**config.mk**
```make
export PLATFORM = sky130hd
export DESIGN_NAME = frame_aligner
export DESIGN_NICKNAME = d
export VERILOG_FILES = /design/src/rtl/frame_align_pkg.sv /design/src/rtl/fa_shift_window.sv /design/src/rtl/fa_lock_ctrl.sv /design/src/rtl/fa_out_hold.sv /design/src/rtl/frame_aligner.sv
export SDC_FILE = /design/constraint.sdc
export NUM_CORES = 1
export LEC_CHECK = 0
export BUFFER_PORTS_ARGS = -buffer_cell sky130_fd_sc_hd__buf_2
export CAP_MARGIN = 20
export CORE_ASPECT_RATIO = 2
export CORE_MARGIN = 2
export CORE_UTILIZATION = 60
export CTS_CLUSTER_SIZE = 8
export DETAILED_ROUTE_END_ITERATION = 6
export PLACE_DENSITY_LB_ADDON = 0.2
export SETUP_SLACK_MARGIN = 0.5
export SYNTH_ARGS = -nofsm -noshare
export SYNTH_HDL_FRONTEND = slang
export SYNTH_SLANG_ARGS = --single-unit
export TNS_END_PERCENT = 100
```
**constraint.sdc**
```tcl
create_clock -name clk -period 2.8 [get_ports clk]
set_input_delay 0.14 -clock clk [delete_from_list [all_inputs] [get_ports clk]]
set_output_delay 0.14 -clock clk [all_outputs]
set_load 0.03 [all_outputs]
```
**src/rtl/frame_align_pkg.sv**
```systemverilog
package frame_align_pkg;
  localparam int CTRL_W  = 4;
  localparam int MARK_HI = 2;
  localparam int MARK_LO = 1;

  typedef enum logic [1:0] {
    LS_SEARCH  = 2'd0,
    LS_CONFIRM = 2'd1,
    LS_LOCKED  = 2'd2
  } lock_state_e;
endpackage

```
**src/rtl/fa_shift_window.sv**
```systemverilog
module fa_shift_window
  import frame_align_pkg::*;
#(
  parameter int DW_N = 16,
  parameter int DW_W = 20
) (
  input  logic              clk,
  input  logic              rst_n,
  input  logic              bit_in,
  input  logic              wide,
  output logic [CTRL_W-1:0] ctrl_c,
  output logic [DW_W-1:0]   data_c,
  output logic              mark
);
  localparam int FW_N = CTRL_W + DW_N;
  localparam int FW_W = CTRL_W + DW_W;

  logic [FW_W-2:0] sr_q;
  logic [FW_W-1:0] win;

  // newest bit enters at position 0; oldest candidate bit sits at the top
  always_comb begin
    win = {sr_q, bit_in};
  end

  always_ff @(posedge clk or negedge rst_n) begin
    if (!rst_n) sr_q <= '0;
    else        sr_q <= win[FW_W-2:0];
  end

  generate
    if (DW_W > DW_N) begin : g_pad
      always_comb begin
        if (wide) begin
          ctrl_c = win[FW_W-1 -: CTRL_W];
          data_c = win[DW_W-1:0];
        end else begin
          ctrl_c = win[FW_N-1 -: CTRL_W];
          data_c = {{(DW_W-DW_N){1'b0}}, win[DW_N-1:0]};
        end
      end
    end else begin : g_same
      always_comb begin
        ctrl_c = win[FW_W-1 -: CTRL_W];
        data_c = win[DW_W-1:0];
      end
    end
  endgenerate

  always_comb begin
    mark = ctrl_c[MARK_HI] ^ ctrl_c[MARK_LO];
  end
endmodule

```
**src/rtl/fa_lock_ctrl.sv**
```systemverilog
module fa_lock_ctrl
  import frame_align_pkg::*;
#(
  parameter int FW_N        = 20,
  parameter int FW_W        = 24,
  parameter int LOCK_FRAMES = 4,
  parameter int MISS_FRAMES = 3
) (
  input  logic clk,
  input  logic rst_n,
  input  logic wide,
  input  logic mark,
  output logic take,
  output logic locked
);
  localparam int CNT_W = $clog2(FW_W);
  localparam int GW    = $clog2(LOCK_FRAMES + 1);
  localparam int BW    = $clog2(MISS_FRAMES + 1);
  localparam logic [CNT_W-1:0] LAST_N    = CNT_W'(FW_N - 1);
  localparam logic [CNT_W-1:0] LAST_W    = CNT_W'(FW_W - 1);
  localparam logic [GW-1:0]    GOOD_DONE = GW'(LOCK_FRAMES - 1);
  localparam logic [BW-1:0]    BAD_DONE  = BW'(MISS_FRAMES - 1);

  lock_state_e      st_q, st_d;
  logic [CNT_W-1:0] cnt_q, cnt_d;
  logic [GW-1:0]    good_q, good_d;
  logic [BW-1:0]    bad_q, bad_d;
  logic             mode_q;
  logic             at_end, mode_flip;

  always_comb begin
    at_end    = (cnt_q == (wide ? LAST_W : LAST_N));
    mode_flip = (wide != mode_q);
    st_d      = st_q;
    cnt_d     = at_end ? '0 : cnt_q + 1'b1;
    good_d    = good_q;
    bad_d     = bad_q;
    take      = 1'b0;
    if (mode_flip) begin
      st_d   = LS_SEARCH;
      cnt_d  = '0;
      good_d = '0;
      bad_d  = '0;
    end else begin
      case (st_q)
        LS_SEARCH: begin
          cnt_d = '0;
          if (mark) begin
            st_d   = LS_CONFIRM;
            good_d = GW'(1);
          end
        end
        LS_CONFIRM: begin
          if (at_end) begin
            if (!mark) begin
              st_d   = LS_SEARCH;
              good_d = '0;
            end else if (good_q == GOOD_DONE) begin
              st_d   = LS_LOCKED;
              good_d = '0;
              bad_d  = '0;
              take   = 1'b1;
            end else begin
              good_d = good_q + 1'b1;
            end
          end
        end
        LS_LOCKED: begin
          if (at_end) begin
            take = 1'b1;
            if (mark) begin
              bad_d = '0;
            end else if (bad_q == BAD_DONE) begin
              st_d  = LS_SEARCH;
              bad_d = '0;
            end else begin
              bad_d = bad_q + 1'b1;
            end
          end
        end
        default: begin
          st_d   = LS_SEARCH;
          cnt_d  = '0;
          good_d = '0;
          bad_d  = '0;
        end
      endcase
    end
  end

  always_ff @(posedge clk or negedge rst_n) begin
    if (!rst_n) begin
      st_q   <= LS_SEARCH;
      cnt_q  <= '0;
      good_q <= '0;
      bad_q  <= '0;
      mode_q <= 1'b0;
    end else begin
      st_q   <= st_d;
      cnt_q  <= cnt_d;
      good_q <= good_d;
      bad_q  <= bad_d;
      mode_q <= wide;
    end
  end

  always_comb begin
    locked = (st_q == LS_LOCKED);
  end

  // lock is only ever declared on a frame that carried the marker
  p_lock_on_mark_r5: assert property (@(posedge clk) disable iff (!rst_n)
    $rose(locked) |-> $past(mark));

  // a width change clears lock on the next edge
  p_mode_flip_unlocks_r9: assert property (@(posedge clk) disable iff (!rst_n)
    (wide != $past(wide)) |=> !locked);

  // the miss run never reaches the drop threshold while still locked
  p_miss_bound_r6: assert property (@(posedge clk) disable iff (!rst_n)
    bad_q < BW'(MISS_FRAMES));

  // the bit counter stays inside the frame of the current width
  p_cnt_in_frame_r2: assert property (@(posedge clk) disable iff (!rst_n)
    (wide == mode_q) |-> (cnt_q <= (wide ? LAST_W : LAST_N)));
endmodule

```
**src/rtl/fa_out_hold.sv**
```systemverilog
module fa_out_hold #(
  parameter int CW = 4,
  parameter int DW = 20
) (
  input  logic          clk,
  input  logic          rst_n,
  input  logic          take,
  input  logic [CW-1:0] ctrl_in,
  input  logic [DW-1:0] data_in,
  output logic [CW-1:0] ctrl_out,
  output logic [DW-1:0] data_out,
  output logic          stb
);
  logic [CW-1:0] ctrl_d;
  logic [DW-1:0] data_d;

  always_comb begin
    ctrl_d = take ? ctrl_in : ctrl_out;
    data_d = take ? data_in : data_out;
  end

  always_ff @(posedge clk or negedge rst_n) begin
    if (!rst_n) begin
      ctrl_out <= '0;
      data_out <= '0;
      stb      <= 1'b0;
    end else begin
      ctrl_out <= ctrl_d;
      data_out <= data_d;
      stb      <= take;
    end
  end

  // fields stay put in every cycle without a strobe
  p_hold_between_r8: assert property (@(posedge clk) disable iff (!rst_n)
    !stb |-> ($stable(ctrl_out) && $stable(data_out)));
endmodule

```
**src/rtl/frame_aligner.sv**
```systemverilog
module frame_aligner
  import frame_align_pkg::*;
#(
  parameter int DATA_W_NARROW = 16,
  parameter int DATA_W_WIDE   = 20,
  parameter int LOCK_FRAMES   = 4,
  parameter int MISS_FRAMES   = 3
) (
  input  logic                   clk,
  input  logic                   rst_n,
  input  logic                   bit_in,
  input  logic                   wide_mode,
  output logic [CTRL_W-1:0]      ctrl_out,
  output logic [DATA_W_WIDE-1:0] data_out,
  output logic                   frame_stb,
  output logic                   locked
);
  localparam int FW_N = CTRL_W + DATA_W_NARROW;
  localparam int FW_W = CTRL_W + DATA_W_WIDE;

  logic [1:0]             rst_pipe;
  logic                   rst_int_n;
  logic [CTRL_W-1:0]      ctrl_c;
  logic [DATA_W_WIDE-1:0] data_c;
  logic                   mark, take;

  always_ff @(posedge clk or negedge rst_n) begin
    if (!rst_n) rst_pipe <= '0;
    else        rst_pipe <= {rst_pipe[0], 1'b1};
  end
  assign rst_int_n = rst_pipe[1];

  fa_shift_window #(.DW_N(DATA_W_NARROW), .DW_W(DATA_W_WIDE)) u_win (
    .clk(clk), .rst_n(rst_int_n), .bit_in(bit_in), .wide(wide_mode),
    .ctrl_c(ctrl_c), .data_c(data_c), .mark(mark)
  );

  fa_lock_ctrl #(.FW_N(FW_N), .FW_W(FW_W), .LOCK_FRAMES(LOCK_FRAMES),
                 .MISS_FRAMES(MISS_FRAMES)) u_lock (
    .clk(clk), .rst_n(rst_int_n), .wide(wide_mode), .mark(mark),
    .take(take), .locked(locked)
  );

  fa_out_hold #(.CW(CTRL_W), .DW(DATA_W_WIDE)) u_out (
    .clk(clk), .rst_n(rst_int_n), .take(take), .ctrl_in(ctrl_c),
    .data_in(data_c), .ctrl_out(ctrl_out), .data_out(data_out), .stb(frame_stb)
  );

  // strobe lasts one cycle
  p_stb_single_r10: assert property (@(posedge clk) disable iff (!rst_int_n)
    frame_stb |=> !frame_stb);

  // strobe only around a held boundary
  p_stb_needs_lock_r10: assert property (@(posedge clk) disable iff (!rst_int_n)
    frame_stb |-> (locked || $past(locked)));

  generate
    if (DATA_W_WIDE > DATA_W_NARROW) begin : g_chk_pad
      // narrow frames leave the upper data bits clear
      p_narrow_pad_r3: assert property (@(posedge clk) disable iff (!rst_int_n)
        (frame_stb && !$past(wide_mode)) |->
          (data_out[DATA_W_WIDE-1:DATA_W_NARROW] == '0));
    end
  endgenerate
endmodule

```
* After elaboration in Yosys (flattened, before gate mapping)
Cells that the tools add are included.
** Operators by class
- Bitwise gates (word level) :: 1
- Muxes and demuxes :: 35
- Equality and inequality tests :: 16
- Add/subtract/negate cells :: 3
- Reduce and logical (&&, ||, !) cells :: 5
** Operators by type and width (count)
- two-way mux 2 bit :: 15
- two-way mux 20 bit :: 1
- two-way mux 3 bit :: 6
- != test 3 x 1 -> 1 bit, second input constant :: 6
- two-way mux 5 bit :: 3
- case mux 2 bit (3 select lines) :: 2
- case mux 3 bit (3 select lines) :: 1
- AND reduction 6 bit :: 1
- adder 5 x 1 -> 5 bit, second input constant :: 1
- == test 5 bit :: 1
- two-way mux 1 bit :: 5
- AND reduction 5 bit :: 1
- == test 2 bit, second input constant :: 2
- two-way mux 4 bit :: 1
- != test 2 x 1 -> 1 bit, second input constant :: 2
- != test 4 bit, second input constant :: 1
- adder 3 x 1 -> 3 bit, second input constant :: 1
- == test 3 x 2 -> 1 bit, second input constant :: 1
- != test 3 bit, second input constant :: 1
- AND reduction 3 bit :: 1
- adder 2 x 1 -> 2 bit, second input constant :: 1
- == test 2 x 1 -> 1 bit, second input constant :: 1
- zero test 2 bit :: 1
- case mux 1 bit (2 select lines) :: 1
- 3 further kinds :: 3
** Storage, ports and cells
- Input port bits :: 4
- Register bits :: 63
- Word-level logic and storage cells :: 70
- Output and inout port bits :: 26

* Depth between registers and ports, before layout
- Depth in word-level cells :: 6
- Gate-level depth with buffers :: 8
- Depth with buffers taken out :: 7

* Hierarchy
Synthesis repeated with hierarchy kept, for this count alone.
** Unflattened totals
- Cell total of the unflattened synthesis :: 180
- Area total of the unflattened synthesis :: 2667.6 sq um
** Modules (own cells, without submodules)
- fa_out_hold :: area an instance 1022.2 sq um, cells an instance 52, instances 1, seq. area each 625.6 sq um
- fa_shift_window :: area an instance 824.5 sq um, cells an instance 51, instances 1, seq. area each 575.6 sq um
- fa_lock_ctrl :: area an instance 767.0 sq um, cells an instance 74, instances 1, seq. area each 325.3 sq um
- frame_aligner :: area an instance 53.8 sq um, cells an instance 3, instances 1, seq. area each 50.0 sq um

* Least setup slack after synthesis
Ideal clock, no wire load.
- Path kind :: register to register
- Start point :: register u_lock.st_q[0]
- End point :: register u_lock.good_q[0]
- Slack :: 0.893 ns
- Stages on the path, launching flop included :: 8
- Library setup time :: 0.125 ns
- Data required time :: 2.675 ns
- Arrival time :: 1.783 ns
- Cell sequence :: dfrtp_1 > inv_1 > ha_1 > or3b_2 > o22ai_1 > a31oi_1 > nand2_1 > mux2_2
** Between the ends
- Word-level cells in the longest chain between the ends :: 3
** RTL lines
- from (decl) :: line fa_lock_ctrl.sv:24 : lock_state_e st_q, st_d;
- from (signal assigned) :: line fa_lock_ctrl.sv:99 : st_q <= st_d;
- == test 2 x 1 -> 1 bit (tied with other cells) :: line fa_lock_ctrl.sv:45 : case (st_q)
- != test 3 x 1 -> 1 bit (no line) (tied with other cells)
- AND reduction 3 bit (no line) or two-way mux 3 bit (tied branches)
- to (signal assigned) :: line fa_lock_ctrl.sv:101 : good_q <= good_d;
- to (decl) :: line fa_lock_ctrl.sv:26 : logic [GW-1:0] good_q, good_d;
Parallel ways exist; a longest one is shown, timed or not.
A chain may end at the register's enable or synchronous reset.

* Worst setup path in the final report
- Start point :: register u_lock.mode_q
- End point :: register u_out.data_out[0]
** Between the ends
- Word-level cells in the longest chain between the ends :: 2
** RTL lines
- from (decl) :: line fa_lock_ctrl.sv:28 : logic mode_q;
- from (signal assigned) :: line fa_lock_ctrl.sv:103 : mode_q <= wide;
- != test 1 bit :: line fa_lock_ctrl.sv:33 : mode_flip = (wide != mode_q);
- two-way mux 1 bit :: line fa_lock_ctrl.sv:39 : if (mode_flip) begin
- to (signal assigned) :: line fa_out_hold.sv:29 : data_out <= data_d;
- to (decl) :: line fa_out_hold.sv:11 : output logic [DW-1:0] data_out,
Every way passes these cells.

==> out/qor.yml <==
status: "finished, final reports clean"
worst_pin_slew_ns: 0.691
synth.avg_cell_area_um2: 14.5
coreArea_mm2: 0.00409
worst-path-max-fanout: 21
cts_tree: "done"
portBuffers: 29
drc: 0
n_antenna_cell: 0
ant_nets: 0
nets: 225
synth_area_leader_cell: "dfrtp_1"
die_area_mm2: 0.00482
p_sw_mw: 0.503
cp.arrival_ns: 2.38
synth_fp_nets: 185
period_minus_slack_ns: 2.16
drive_above_1_share_pct: 35.7
die_h_um: 96.2
antenna_found_initial: 0
via_count: 1525
globalplace.congestion: 0.811
dr.pass1.iters: 4
grt_pass1_vias: 1604
synth_warnings: 0
fin_crit_sh_pct: 77.3
max_cap_violations: 0
io_pins: 30
hold_violations: 0
worst_slew_margin_rel_pct: 53.9
fin_worst_skew_ns: 0.0123
grt_start_max_net_pins: 34
cts_buffer_depth: 2
synth_cell_type_count: 39
syn_area_mm2: 0.00255
cts_root_buffer: "clkbuf_8"
fmaxAchievable_mhz: 462
cts_setup_buffers: 0
wl_mm: 4.83
dp.cells: 255
power.leakage_nw: 1.44
cts_made_buffers: 9
viasPerCell: 5.59
fin_total_pwr_mw: 2.01
fin_area_mm2: 0.00294
syn_to_final_growth_pct: 15.4
netlist.area_leader.share_pct: 61.9
core.rowCount: 33
setup_violations: 0
holdWs_ns: 0.108
hpwlAfterDp_mm: 3.25
yosys-top-cells-count: "63 x dfrtp_1, 20 x mux2_4, 11 x nand2_1"
comb_power_share_pct: 11.3
switching_share_pct: 25.1
cts_htree_levels: 3
peakVddDrop_v: 0.000535
place_area_mm2: 0.00272
crit_required_ns: 3.02
ys_seq_area_share_pct: 61.9
netlist_top_cells_area: "dfrtp_1 62%, mux2_4 12%, mux2_2 2.7%"
post-route-util_pct: 72.0
startpoint_type: "flop"
fin_ws_ns: 0.635
netlist_instances: 176
p_per_area_mw_per_mm2: 682
finalSetupTns_ns: 0
end_kind: "flop"
p_int_mw: 1.50
insertion_delay_ns: 0.34
drv_slew: 0
instances_no_fill: 273
drt_iter0_drc: 24
path_clk_slew_ns: 0.07
path_class: "flop to flop"
min_path_type: "input pin to asynchronous set/reset pin"
async_flop_share_pct: 100
clkPwrFrac_pct: 39.3
grt_overflow: 0
ys_ff_latch: 63
rsz0062_at_grt: "false"
grt_pass1_wl_mm: 7.93
sequentialPowerShare_pct: 49.3
dp_slack_ns: 0.664
ys.flop_type: "dfrtp_1"
start_util_pct: 62.4
die_w_um: 50.1
grt.total_usage_pct: 23.4
clock_sinks: 63
avgRoutedWirePerCell_um: 17.7
yosysMostFrequentCell: "dfrtp_1"
synth_edf_count: 0
final.fill_count: 278
-- final timing paths --
check / depth (start not counted) / to / startpoint / slack [ns]
worst max-delay path: 5 / u_out.data_out[0]$_DFFE_PN0P_ / u_lock.mode_q$_DFF_PN0_ / 0.64
worst min-delay path: 2 / rst_pipe[1]$_DFF_PN0_ / rst_n / 0.11
worst max register to register: 5 / u_out.data_out[0]$_DFFE_PN0P_ / u_lock.mode_q$_DFF_PN0_ / 0.64
worst min register to register: 0 / u_lock.cnt_q[3]$_DFF_PN0_ / rst_pipe[1]$_DFF_PN0_ / 0.32
max in group asynchronous: 1 / u_win.sr_q[18]$_DFF_PN0_ / rst_pipe[1]$_DFF_PN0_ / 1.78
min in group clk: 1 / u_lock.mode_q$_DFF_PN0_ / wide_mode / 0.12
-- worst max-delay path, stage by stage (launching register included) --
cell	delay [ns]
dfrtp_1	0.45
xnor2_2	0.41
nand3_2	0.28
nor2_4	0.14
buf_4	0.35
mux2_2	0.39
-- cell families (layout without fill, tap and decap cells) --
group | Yosys count | after routing | share of synthesized area [%]
buffers and inverters | 9 | 54 | 3.04
muxes | 28 | 28 | 15.2
AOI/OAI and AO/OA | 22 | 22 | 6.28
other | 1 | 1 | 0.147
DFF | 63 | 63 | 61.9
xor gates and xnor gates | 7 | 7 | 2.70
adders and majority gates | 5 | 5 | 2.45
and+or+nand+nor | 41 | 41 | 8.30
-- routing by layer --
| layer | part of all wire (%) | GRT usage, % | wire, µm | vias to the layer above |
|---|---|---|---|---|
| met2 | 56 | 38.5 | 2720 | 38 |
| met3 | 3.2 | 7.14 | 155 | 12 |
| met1 | 38 | 26.9 | 1840 | 782 |
| met5 | 0 | 0 | 0 | - |
| met4 | 2.4 | 12.7 | 116 | 0 |
| li1 | - | - | - | 693 |
-- power groups by stage --
stage	clock (mW)	sequential [mW]	combinational, mW
floorplan	0	1.00	0.171
global placement	0	1.00	0.210
detailed placement	0	1.01	0.223
CTS	0.805	0.990	0.227
global route	0.839	0.993	0.254
finish	0.789	0.989	0.227
-- area by class of cell --
cell class | count | area (µm²) | area share, %
inverter | 4 | 15.0 | 0.510
sequential | 63 | 1580 | 53.6
multi-input combinational | 104 | 895 | 30.4
tap | 52 | 65.1 | 2.21
timing repair buffer | 34 | 188 | 6.38
clock inverter | 3 | 42.5 | 1.45
clock buffer | 13 | 159 | 5.40
-- cell usage in the layout, fill, tap and decap left out, types with 2 or more instances in the layout --
cell	netlist	layout
buf_2	0	29
buf_4	0	3
clkbuf_1	2	2
clkbuf_8	0	11
dfrtp_1	63	62
dlygate4sd3_1	0	2
ha_1	5	5
inv_1	4	4
mux2_2	6	6
mux2_4	20	20
mux2i_1	2	2
nand2_1	11	11
nand3_1	7	7
nor2_1	9	9
nor2b_1	2	2
nor3_1	2	2
o211ai_1	2	2
o21a_1	2	2
o21ai_0	7	7
o31ai_1	4	4
xor2_1	5	5
-- registers in the layout, summed over array words and instances, names as in the netlist --
signal / count
u_lock.good_q: 3
u_lock.bad_q: 2
u_out.ctrl_out: 4
rst_pipe: 2
u_lock.cnt_q: 5
u_lock.st_q: 2
u_win.sr_q: 23
u_lock.mode_q: 1
u_out.data_out: 20
u_out.stb: 1
-- timing repair --
action	4_1_cts	5_1_grt
hold endpoints to repair	3	0
resized for setup	0	0
hold buffers	2	0
No activity file was read; power rests on OpenSTA's default activity.
